### src/rtl/tmr_host_regs.sv
module tmr_host_regs (
  input  logic        clk,
  input  logic        rst_n,
  input  logic [1:0]  addr,
  input  logic [7:0]  wdata,
  input  logic        wr_en,
  input  logic        rd_en,
  input  logic [47:0] live_cnt,
  output logic [7:0]  rdata,
  output logic [2:0]  ld_stb,
  output logic [47:0] ld_val,
  output logic [2:0]  ctl_stb,
  output logic [8:0]  ch_mode,
  output logic [2:0]  ch_bcd
);
  localparam int NCH = 3;
  localparam int CW  = 16;
  localparam logic [1:0] AC_LATCH = 2'd0, AC_LO = 2'd1, AC_HI = 2'd2, AC_BOTH = 2'd3;
  localparam logic [1:0] CTL_ADDR = 2'd3;

  logic [1:0]    acc_q  [NCH];
  logic [2:0]    mode_q [NCH];
  logic          bcd_q  [NCH];
  logic          wtog_q [NCH];
  logic          rtog_q [NCH];
  logic          held_q [NCH];
  logic          ld_q   [NCH];
  logic          cs_q   [NCH];
  logic [7:0]    lo_q   [NCH];
  logic [CW-1:0] hold_q [NCH];
  logic [CW-1:0] val_q  [NCH];
  logic [7:0]    rbyte  [4];

  wire ctl_wr = wr_en && addr == CTL_ADDR && wdata[7:6] != 2'd3;

  assign rbyte[3] = 8'h00;
  assign rdata    = rbyte[addr];

  for (genvar i = 0; i < NCH; i++) begin : g_ch
    wire           sel_ctl = ctl_wr && wdata[7:6] == 2'(i);
    wire           dwr     = wr_en && addr == 2'(i);
    wire           drd     = rd_en && addr == 2'(i);
    wire           last_rd = acc_q[i] != AC_BOTH || rtog_q[i];
    wire [CW-1:0]  src     = held_q[i] ? hold_q[i] : live_cnt[CW*i +: CW];
    wire           rd_hi   = acc_q[i] == AC_HI || (acc_q[i] == AC_BOTH && rtog_q[i]);

    assign rbyte[i]          = rd_hi ? src[15:8] : src[7:0];
    assign ld_stb[i]         = ld_q[i];
    assign ctl_stb[i]        = cs_q[i];
    assign ld_val[CW*i +: CW] = val_q[i];
    assign ch_mode[3*i +: 3] = mode_q[i];
    assign ch_bcd[i]         = bcd_q[i];

    always_ff @(posedge clk or negedge rst_n) begin
      if (!rst_n) begin
        acc_q[i]  <= AC_LO;
        mode_q[i] <= 3'd0;
        bcd_q[i]  <= 1'b0;
        wtog_q[i] <= 1'b0;
        rtog_q[i] <= 1'b0;
        held_q[i] <= 1'b0;
        ld_q[i]   <= 1'b0;
        cs_q[i]   <= 1'b0;
        lo_q[i]   <= 8'h00;
        hold_q[i] <= '0;
        val_q[i]  <= '0;
      end else begin
        ld_q[i] <= 1'b0;
        cs_q[i] <= 1'b0;
        if (sel_ctl && wdata[5:4] == AC_LATCH) begin
          if (!held_q[i]) begin
            held_q[i] <= 1'b1;
            hold_q[i] <= live_cnt[CW*i +: CW];
            rtog_q[i] <= 1'b0;
          end
        end else if (sel_ctl) begin
          acc_q[i]  <= wdata[5:4];
          mode_q[i] <= wdata[3:1];
          bcd_q[i]  <= wdata[0];
          wtog_q[i] <= 1'b0;
          rtog_q[i] <= 1'b0;
          held_q[i] <= 1'b0;
          cs_q[i]   <= 1'b1;
        end else begin
          if (dwr) begin
            case (acc_q[i])
              AC_LO: begin
                ld_q[i]  <= 1'b1;
                val_q[i] <= {8'h00, wdata};
              end
              AC_HI: begin
                ld_q[i]  <= 1'b1;
                val_q[i] <= {wdata, 8'h00};
              end
              AC_BOTH: begin
                if (!wtog_q[i]) begin
                  lo_q[i]   <= wdata;
                  wtog_q[i] <= 1'b1;
                end else begin
                  ld_q[i]   <= 1'b1;
                  val_q[i]  <= {wdata, lo_q[i]};
                  wtog_q[i] <= 1'b0;
                end
              end
              default: ;
            endcase
          end
          if (drd) begin
            if (acc_q[i] == AC_BOTH) rtog_q[i] <= ~rtog_q[i];
            if (held_q[i] && last_rd) held_q[i] <= 1'b0;
          end
        end
      end
    end

    AST_LOAD_NEEDS_WRITE: assert property (@(posedge clk) disable iff (!rst_n)
      ld_stb[i] |-> $past(wr_en && addr == 2'(i)));
    AST_LOW_ONLY_HI_ZERO: assert property (@(posedge clk) disable iff (!rst_n)
      (ld_stb[i] && acc_q[i] == AC_LO) |-> ld_val[CW*i+8 +: 8] == 8'h00);
    AST_FIRST_BYTE_NO_LOAD: assert property (@(posedge clk) disable iff (!rst_n)
      $past(dwr && acc_q[i] == AC_BOTH && !wtog_q[i]) |-> !ld_stb[i]);
    AST_HOLD_FROZEN: assert property (@(posedge clk) disable iff (!rst_n)
      ($past(held_q[i]) && held_q[i]) |-> $stable(hold_q[i]));
  end

  AST_SEL3_NO_EFFECT: assert property (@(posedge clk) disable iff (!rst_n)
    $past(wr_en && addr == CTL_ADDR && wdata[7:6] == 2'd3)
      |-> (ctl_stb == 3'b000 && $stable(ch_mode) && $stable(ch_bcd)));
  AST_ONE_CTL_PULSE: assert property (@(posedge clk) disable iff (!rst_n)
    $onehot0(ctl_stb));
endmodule

### config.mk
export PLATFORM = sky130hd
export DESIGN_NAME = tmr_host_regs
export DESIGN_NICKNAME = d
export VERILOG_FILES = /design/src/rtl/tmr_host_regs.sv
export SDC_FILE = /design/constraint.sdc
export NUM_CORES = 1
export LEC_CHECK = 0
export BUFFER_PORTS_ARGS = -buffer_cell sky130_fd_sc_hd__buf_4
export CAP_MARGIN = 20
export CORE_ASPECT_RATIO = 1.2
export CORE_UTILIZATION = 55
export DETAILED_ROUTE_END_ITERATION = 8
export PLACE_DENSITY_LB_ADDON = 0.15
export SLEW_MARGIN = 40
export SYNTH_ARGS = -nofsm -noshare
export SYNTH_HDL_FRONTEND = slang
export SYNTH_SLANG_ARGS = --single-unit
### constraint.sdc
create_clock -name clk -period 2.6 [get_ports clk]
set_input_delay 0.52 -clock clk [delete_from_list [all_inputs] [get_ports clk]]
set_output_delay 0.52 -clock clk [all_outputs]
set_load 0.03 [all_outputs]
==> flow_summary.yaml <==
logic_synthesis:
  synth_edf_count: 0
  synth_ff_type: "dfrtp_1"
  synthTopCellsByCount: "dfrtp_1, nand2_1, mux2_2"
  yosys_register_bits: 153
  synth.most_common_cell: "dfrtp_1"
  synthesis.nets: 645
  syn_inst: 574
  avgSynthCellArea_um2: 12.3
  synthTopCellsByArea: "dfrtp_1, mux2_2, mux4_2"
  async_flop_share: 1.00
  yosysUniqueCellTypes: 36
  ys_seq_area_frac: 0.541
  yosys.area.top_type: "dfrtp_1"
  synth_area_mm2: 0.00708
  synth.top_cell.area_share: 0.530
  ys_warn_count: 0
clock_tree:
  clockBufferDepth: 2
  worst_setup_hold_path_clk_slew_ns: 0.06
  h-tree-depth: 4
  insertion_delay_ns: 0.42
  clkSinkCount: 153
  numCtsBuffers: 17
  hold_buffers: 0
  cts_tree: "done"
  root_buffer: "clkbuf_16"
detailed_routing:
  routed-via-count: 5045
  antenna_left: 0
  drtPass1Iterations: 4
  totalWireLength_um: 16100
  drc: 0
  vias_per_cell: 5.65
  wire_per_inst_um: 18.0
  drt_iter0_drc: 212
floorplan:
  dieArea_mm2: 0.0133
  start_util: 0.561
  rows: 45
  core_area_mm2: 0.0126
  fp.dieH_um: 126
  die_x_um: 106
  ioPinCount: 136
cells_and_area:
  layout-drive-gt1-share: 0.458
  layout.cells.non_filler: 893
  ff_latch_area_mm2: 0.00383
  multi_input_area_mm2: 0.00313
  diodes: 0
  syn_to_final_growth_pct: 28.6
  fillCellCount: 888
  final_area_mm2: 0.00910
  nNetsFinal: 787
placement:
  dpl_worst_slack_ns: 0.0780
  gp_congestion: 0.848
  dp_cells: 854
  place_area_mm2: 0.00828
  io_buffers: 135
  hpwl_um: 11000
worst_setup_path:
  r2r-start: "acc_q[0]"
  worstPathRequired_ns: 2.08
  crit_arrival_ns: 2.21
  reg2reg_to: "lo_q[6]"
  cp-start-kind: "flip-flop"
  crit_type: "reg -> out"
  worstPathMaxFanout: 8
  ff2ff_setup_slack_ns: 0.36
  crit_path_start: "acc_q[2]"
  r2r.worst_path.cells: 6
  end_kind: "primary output"
  cp-endpoint: "rdata[3]"
timing:
  min_period_ns: 2.73
  timing.final.crit_share: 1.05
  slew_headroom: 0.540
  tightest_slew_ns: 0.687
  finClkSkew_ns: 0.00739
  finalSetupTns_ns: -0.744
  slew_viol_final: 0
  hold_viol_final: 0
  max_freq_mhz: 366
  grt_setup_unrepaired: "true"
  setup_viol: 8
  finalWorstSetupSlack_ns: -0.132
status:
  status: "complete, but fails checks"
  violations: "setup timing"
global_route:
  grt_pass1_wl_um: 26200
  grt_pass1_vias: 5140
  grt_overflow: 0
  antenna_found_initial: 0
  grt_max_degree: 67
  grt_usage: 0.257
worst_hold_path:
  hold_path.class: "in -> async"
power:
  ir_drop_v: 0.000471
  p_leak_uw: 0.00437
  power.density_mw_per_mm2: 973
job:
  cap_viol_max_count: 0
[placed cells by master (no fill, tap or decap), drive strengths merged, types with 3 or more instances in the layout]
cell	synthesis	routed
buf	10	163
dfrtp	150	150
nand2	97	97
mux2	84	84
o21ai	56	56
a22oi	32	32
mux4	24	24
clkbuf	30	23
nand3	13	13
inv	8	9
ha	9	9
nor2	8	8
nand2b	6	6
a21oi	6	6
or2	5	5
and2	5	5
o211ai	4	4
clkinvlp	0	4
or3	3	3
nor4bb	3	3
nand4b	3	3
a21o	3	3
dfstp	3	3
bufinv	0	3
[cell type report]
| class | instances | area share |
|---|---|---|
| inverters | 8 | 0.00330 |
| clock inverters | 9 | 0.0151 |
| clock buffers | 23 | 0.0536 |
| flip-flops and latches | 153 | 0.421 |
| multi-input cells | 373 | 0.344 |
| repair buffers | 163 | 0.140 |
| well taps | 164 | 0.0225 |
[metrics by stage]
step	hold slack [ns]	utilization	total power (µW)
2_1_floorplan	0.224	-	5120
3_3_place_gp	0.464	0.656	6090
3_5_place_dp	0.473	0.656	6200
4_1_cts	0.104	0.719	8880
5_1_grt	0.116	0.722	9300
6_report	0.0848	0.722	8850
[flip-flops by register name (all words and copies together) (netlist names)]
name	cells
ld_val	48
ld_stb	3
hold_q	48
rtog_q	3
ch_bcd	3
ctl_stb	3
held_q	3
ch_mode	9
lo_q	24
wtog_q	3
acc_q	6
[worst min-delay path by stage]
stage / to / start / slack (ns)
floorplan: acc_q[1] / rst_n / 0.22
global placement: ld_val[15] / ld_val[15] / 0.46
detailed placement: ld_val[6] / ld_val[6] / 0.47
CTS: ld_val[28] / rst_n / 0.10
global route: ld_val[28] / rst_n / 0.12
finish: ld_val[28] / rst_n / 0.08
[cells by family after synthesis]
| group | share of synthesized area |
|---|---|
| AND/OR/NAND/NOR | 0.103 |
| flip-flops | 0.541 |
| multiplexers | 0.221 |
| AO/OA/AOI/OAI | 0.0873 |
| buffers and inverters | 0.0316 |
| adder cells (fa/ha/maj) | 0.0159 |
[worst max-delay path, stage by stage (launching register included)]
cell	delay, ns
dfstp_2	0.54
inv_2	0.05
ha_4	0.16
a21oi_4	0.11
buf_6	0.15
mux4_2	0.31
a22oi_2	0.21
nand2_1	0.11
buf_6	0.15
[what timing repair did]
action | CTS | global route
endpoints found under the setup margin | 8 | 8
setup buffers | 6 | 1
pin swaps | 14 | 2
resized for setup | 29 | 6
endpoints found under the hold margin | 0 | 0
[layer usage]
metal,vias up,routed length (µm),global-route usage
met3,27,857,0.0555
li1,2326,-,-
met4,0,321,0.102
met1,2528,6430,0.323
met5,-,0,0
met2,164,8450,0.437
[power by group]
group,switching (µW),internal (µW)
registers,402,3020
clock network,938,1620
logic,1610,1260
total,2950,5900
Note: power is estimated with default switching activity, not from simulation.
